**config.mk**
```make
export PLATFORM = sky130hd
export DESIGN_NAME = dma_bus_arbiter
export DESIGN_NICKNAME = d
export VERILOG_FILES = /design/src/rtl/dma_arb_pkg.sv /design/src/rtl/dma_rr_group.sv /design/src/rtl/dma_gap_timer.sv /design/src/rtl/dma_bus_arbiter.sv
export SDC_FILE = /design/constraint.sdc
export NUM_CORES = 1
export LEC_CHECK = 0
export CAP_MARGIN = 15
export CORE_MARGIN = 2
export CORE_UTILIZATION = 40
export DETAILED_ROUTE_END_ITERATION = 12
export SKIP_LAST_GASP = 1
export SYNTH_ARGS = -nofsm -noshare
export SYNTH_HDL_FRONTEND = slang
export SYNTH_SLANG_ARGS = --single-unit
```
**constraint.sdc**
```tcl
create_clock -name clk -period 5.9 [get_ports clk]
set_input_delay 1.475 -clock clk [delete_from_list [all_inputs] [get_ports clk]]
set_output_delay 1.475 -clock clk [all_outputs]
set_load 0.1 [all_outputs]
```
**src/rtl/dma_arb_pkg.sv**
```systemverilog
package dma_arb_pkg;

  typedef enum logic [1:0] {
    OWN_NONE = 2'd0,
    OWN_HOST = 2'd1,
    OWN_DMA  = 2'd2,
    OWN_CPU  = 2'd3
  } bus_owner_e;

  // index reached by stepping forward from base, wrapped into 0..n-1
  function automatic int unsigned wrap_idx(input int unsigned base,
                                           input int unsigned step,
                                           input int unsigned n);
    return (base + step) % n;
  endfunction

endpackage

```
**src/rtl/dma_rr_group.sv**
```systemverilog
module dma_rr_group #(
  parameter  int N  = 6,
  localparam int PW = (N > 1) ? $clog2(N) : 1
) (
  input  logic         clk,
  input  logic         rst,
  input  logic [N-1:0] req,
  input  logic         adv,
  output logic [N-1:0] pick,
  output logic         any
);
  import dma_arb_pkg::*;

  logic [PW-1:0] ptr_q;
  logic [PW-1:0] pick_idx;

  // first requester at or after the search position, wrapping
  always_comb begin
    pick     = '0;
    pick_idx = '0;
    any      = 1'b0;
    for (int k = 0; k < N; k++) begin
      if (!any && req[wrap_idx(32'(ptr_q), unsigned'(k), unsigned'(N))]) begin
        any      = 1'b1;
        pick[wrap_idx(32'(ptr_q), unsigned'(k), unsigned'(N))] = 1'b1;
        pick_idx = PW'(wrap_idx(32'(ptr_q), unsigned'(k), unsigned'(N)));
      end
    end
  end

  always_ff @(posedge clk) begin
    if (rst) begin
      ptr_q <= '0;
    end else if (adv && any) begin
      ptr_q <= PW'(wrap_idx(32'(pick_idx), 1, unsigned'(N)));
    end
  end

endmodule

```
**src/rtl/dma_gap_timer.sv**
```systemverilog
module dma_gap_timer #(
  parameter  int GAP = 4,
  localparam int CW  = $clog2(GAP + 1)
) (
  input  logic clk,
  input  logic rst,
  input  logic fire,
  output logic ready
);
  logic [CW-1:0] cnt_q;

  assign ready = (cnt_q == '0);

  always_ff @(posedge clk) begin
    if (rst) begin
      cnt_q <= '0;
    end else if (fire) begin
      cnt_q <= CW'(GAP - 1);
    end else if (cnt_q != '0) begin
      cnt_q <= cnt_q - 1'b1;
    end
  end

endmodule

```
**src/rtl/dma_bus_arbiter.sv**
```systemverilog
module dma_bus_arbiter #(
  parameter int NUM_CH = 6,
  parameter int GAP    = 4
) (
  input  logic              clk,
  input  logic              rst,
  input  logic [NUM_CH-1:0] ch_req,
  input  logic [NUM_CH-1:0] ch_en,
  input  logic [NUM_CH-1:0] ch_hi,
  input  logic              host_req,
  input  logic              cpu_req,
  output logic [NUM_CH-1:0] ch_gnt,
  output logic              host_gnt,
  output logic              cpu_gnt
);
  import dma_arb_pkg::*;

  localparam int NGRP = 2;   // index 1: high group, index 0: low group

  logic [NUM_CH-1:0] eff_req;
  logic [NUM_CH-1:0] grp_req  [NGRP];
  logic [NUM_CH-1:0] grp_pick [NGRP];
  logic [NGRP-1:0]   grp_any;
  logic [NGRP-1:0]   grp_adv;
  logic              gap_ready;
  bus_owner_e        owner;
  logic [NUM_CH-1:0] dma_pick;

  assign eff_req    = ch_req & ch_en;
  assign grp_req[1] = eff_req & ch_hi;
  assign grp_req[0] = eff_req & ~ch_hi;

  for (genvar g = 0; g < NGRP; g++) begin : g_grp
    dma_rr_group #(.N(NUM_CH)) u_grp (
      .clk  (clk),
      .rst  (rst),
      .req  (grp_req[g]),
      .adv  (grp_adv[g]),
      .pick (grp_pick[g]),
      .any  (grp_any[g])
    );
  end

  dma_gap_timer #(.GAP(GAP)) u_gap (
    .clk   (clk),
    .rst   (rst),
    .fire  (owner == OWN_DMA),
    .ready (gap_ready)
  );

  // outer chain: host, then DMA (high before low), then CPU
  always_comb begin
    if (host_req)                            owner = OWN_HOST;
    else if (gap_ready && (|grp_any))        owner = OWN_DMA;
    else if (cpu_req)                        owner = OWN_CPU;
    else                                     owner = OWN_NONE;
  end

  assign dma_pick   = grp_any[1] ? grp_pick[1] : grp_pick[0];
  assign grp_adv[1] = (owner == OWN_DMA) &&  grp_any[1];
  assign grp_adv[0] = (owner == OWN_DMA) && !grp_any[1];

  always_ff @(posedge clk) begin
    if (rst) begin
      ch_gnt   <= '0;
      host_gnt <= 1'b0;
      cpu_gnt  <= 1'b0;
    end else begin
      ch_gnt   <= (owner == OWN_DMA) ? dma_pick : '0;
      host_gnt <= (owner == OWN_HOST);
      cpu_gnt  <= (owner == OWN_CPU);
    end
  end

endmodule

```
==> results.ini <==
[outcome]
outcome=complete, no violations

[cts]
holdBufCountCts=0
clkTransAtPathRegs_ns=0.07
tritoncts=done
post_cts.repair.setup_buffers=0
clock_path_buffers=2
cts_resized=0
cts_root_buffer=clkbuf_8
h-tree-depth=1
cts_sinks=17
clk_latency_ns=0.25
cts_made_buffers=3

[routing]
wire_per_inst_um=16.4
num_vias=4032
vias_per_cell=6.10
remaining_drc_errors=0
postRouteAntennaNets=0
drtIter0Drc=209
firstDrtPassIters=4
routed_wl_um=10800

[setup_path]
rr_endpoint=g_grp[1].u_grp.ptr_q[1]$_SDFFE_PP0P_
critPathKind=register to register
arrival_ns=5.51
worstRegToRegCells=20
r2r-start=g_grp[1].u_grp.ptr_q[1]$_SDFFE_PP0P_
worst_setup_path_end_kind=register
path_cells=inv_1 > ha_1 > a21oi_2 > inv_1 > ha_1 > nand2b_1 > nor3_2 > nor3_1 > o211a_2 > nor2_1 > and4bb_1 > a221oi_1 > a31oi_1 > ha_1 > inv_1 > and2_1 > o211a_1 > a211oi_2 > nand3b_1 > a311oi_2
critPathMaxStageDelay_ns=0.60
cp_max_fo=10
crit_path_start_kind=register
worst_ep_required_time_ns=6.07
worst_path_max_delay_cell=dfxtp_1
r2r_slack_ns=0.56

[timing]
worst_slew_pin_slew_ns=0.981
fmax_mhz=187
grt_setup_unrepaired=false
slew-limit-headroom_pct=34.4
finalCritPeriodShare_pct=90.5
finalCriticalPeriod_ns=5.34
hold_ws_ns=0.539
setup_viol=0
finClkSkew_ns=0.00553
slew_violations=0
setup_tns_ns=0
final_hold_viol_count=0

[yosys]
synth_cells=515
yosysTopAreaCell=ha_1
ys_seq_area_share_pct=8.93
ys_ff_latch=17
ys_types=87
synthesis.area_mm2=0.00381
yosys-top-cells-area=ha_1 14%, dfxtp_1 8.9%, nor2_1 4.4%, nand2_1 3.4%, a21oi_1 3.4%
async_flop_share_pct=0
ys.flop_type=dfxtp_1
yosysWarnings=0
synth.avg_cell_area_um2=7.40
synth_edf_count=0
yosysTopAreaCellShare_pct=14.4
synth_nets=581

[worst_hold_path]
holdPathEnd=u_gap.cnt_q[2]$_SDFFE_PP0P_
worstHoldStart=u_gap.cnt_q[2]$_SDFFE_PP0P_
hold-path-cell-count=2
hold_path.class=register to register

[global_route]
grt.total_usage_pct=21.7
grt_pass1_vias=3900
antenna_found_initial=0
grt_max_degree=31
grt_overflow_total=0
grt_first_pass_wirelength_um=18700

[die]
start_util_pct=41.2
fp.dieH_um=102
floorplan.die_area_mm2=0.0103
placement_rows=35
boundaryPins=30
die_x_um=102
core_mm2=0.00924

[flow_run]
max-cap-violations=0

[cells_and_area]
drive_gt1_share_pct=7.89
final_cell_mix=45 x nor2_1, 44 x ha_1, 35 x nand2_1
stdcell_area_mm2=0.00425
antennaDiodeCount=0
fin_nets=599
layout_commonest_cell=nor2_1
stdcell_count=661
synthToLayoutAreaGrowth_pct=11.4

[power_and_ir_drop]
leakage_nw=1.62
power_density_mw_per_mm2=577
ir_worst_vdd_uv=227
power_mw=2.45

[place]
postPlaceCellArea_mm2=0.00420
dpl.cell_count=657
port-buffer-count=29
hpwl_um=8650
place_congestion=0.962

layout make-up:
| type | instances | area, um2 |
|---|---|---|
| flip-flops and latches | 17 | 340 |
| fillers | 927 | 4990 |
| inverters | 35 | 131 |
| repair buffers | 34 | 328 |
| clock inverters | 1 | 7.51 |
| clock buffers | 3 | 41.3 |
| multi-input cells | 442 | 3240 |
| well taps | 129 | 161 |
Yosys cell counts, types with 7 or more instances:
cell / count
nand4_1: 11
dfxtp_1: 17
o21a_1: 9
mux2i_1: 13
nand3_1: 19
xnor2_1: 7
nand2_1: 35
inv_1: 30
o21ai_0: 25
a31oi_1: 14
nor3_1: 12
o22ai_1: 7
nor2_1: 45
nor4_1: 8
and2_1: 10
nor2b_1: 11
ha_1: 44
a21oi_1: 26
buf_2: 13
nand3b_1: 9
logic make-up after synthesis:
kind of cell,share of synthesized area (%)
adder cells (fa/ha/maj),14.4
multiplexers,5.48
flip-flops,8.93
XOR/XNOR,3.71
AND/OR/NAND/NOR,30.6
buffers and inverters,6.14
AO/OA/AOI/OAI,30.7
metrics by stage:
stage	setup slack, ns	utilization [%]
finish	0.563	45.9
floorplan	1.09	-
CTS	0.560	45.9
global route	0.0790	45.9
detailed placement	0.477	45.4
global placement	0.618	45.4
registers in the layout, indices dropped and copies added, names as in the netlist:
name               flops
ch_gnt                 6
g_grp.u_grp.ptr_q      6
u_gap.cnt_q            3
cpu_gnt                1
host_gnt               1
critical path: cells and delay by family (launching register included):
| family | cells | cell delay (ns) |
|---|---|---|
| AOI/OAI and AO/OA | 7 | 1.80 |
| and+or+nand+nor | 7 | 1.43 |
| adders and majority gates | 3 | 0.96 |
| DFF | 1 | 0.60 |
| buffers and inverters | 3 | 0.46 |
worst max-delay path by stage:
stage	from	end	slack, ns	cells after the start
2_1_floorplan	g_grp[1].u_grp.ptr_q[2]$_SDFFE_PP0P_	g_grp[1].u_grp.ptr_q[1]$_SDFFE_PP0P_	1.09	21
3_3_place_gp	ch_en[4]	g_grp[1].u_grp.ptr_q[1]$_SDFFE_PP0P_	0.62	16
3_5_place_dp	ch_en[4]	g_grp[1].u_grp.ptr_q[1]$_SDFFE_PP0P_	0.48	16
4_1_cts	g_grp[1].u_grp.ptr_q[1]$_SDFFE_PP0P_	g_grp[1].u_grp.ptr_q[1]$_SDFFE_PP0P_	0.56	20
5_1_grt	g_grp[1].u_grp.ptr_q[1]$_SDFFE_PP0P_	g_grp[1].u_grp.ptr_q[1]$_SDFFE_PP0P_	0.08	20
6_report	g_grp[1].u_grp.ptr_q[1]$_SDFFE_PP0P_	g_grp[1].u_grp.ptr_q[1]$_SDFFE_PP0P_	0.56	20
routing by layer:
layer / routed length, um / GRT usage, % / vias up
met4: 188 / 5.20 / 0
met2: 5460 / 39.6 / 101
met1: 4850 / 27.8 / 1908
met5: 0 / 0 / -
li1: - / - / 2006
met3: 311 / 1.24 / 17
power breakdown:
| part | total (mW) | leakage, nW | internal (mW) | switching [mW] |
|---|---|---|---|---|
| clock network | 0.0885 | 0.0217 | 0.0475 | 0.0410 |
| registers | 0.188 | 0.139 | 0.145 | 0.0428 |
| logic | 2.17 | 1.46 | 0.819 | 1.35 |
Power figures use the tool's default switching activity.
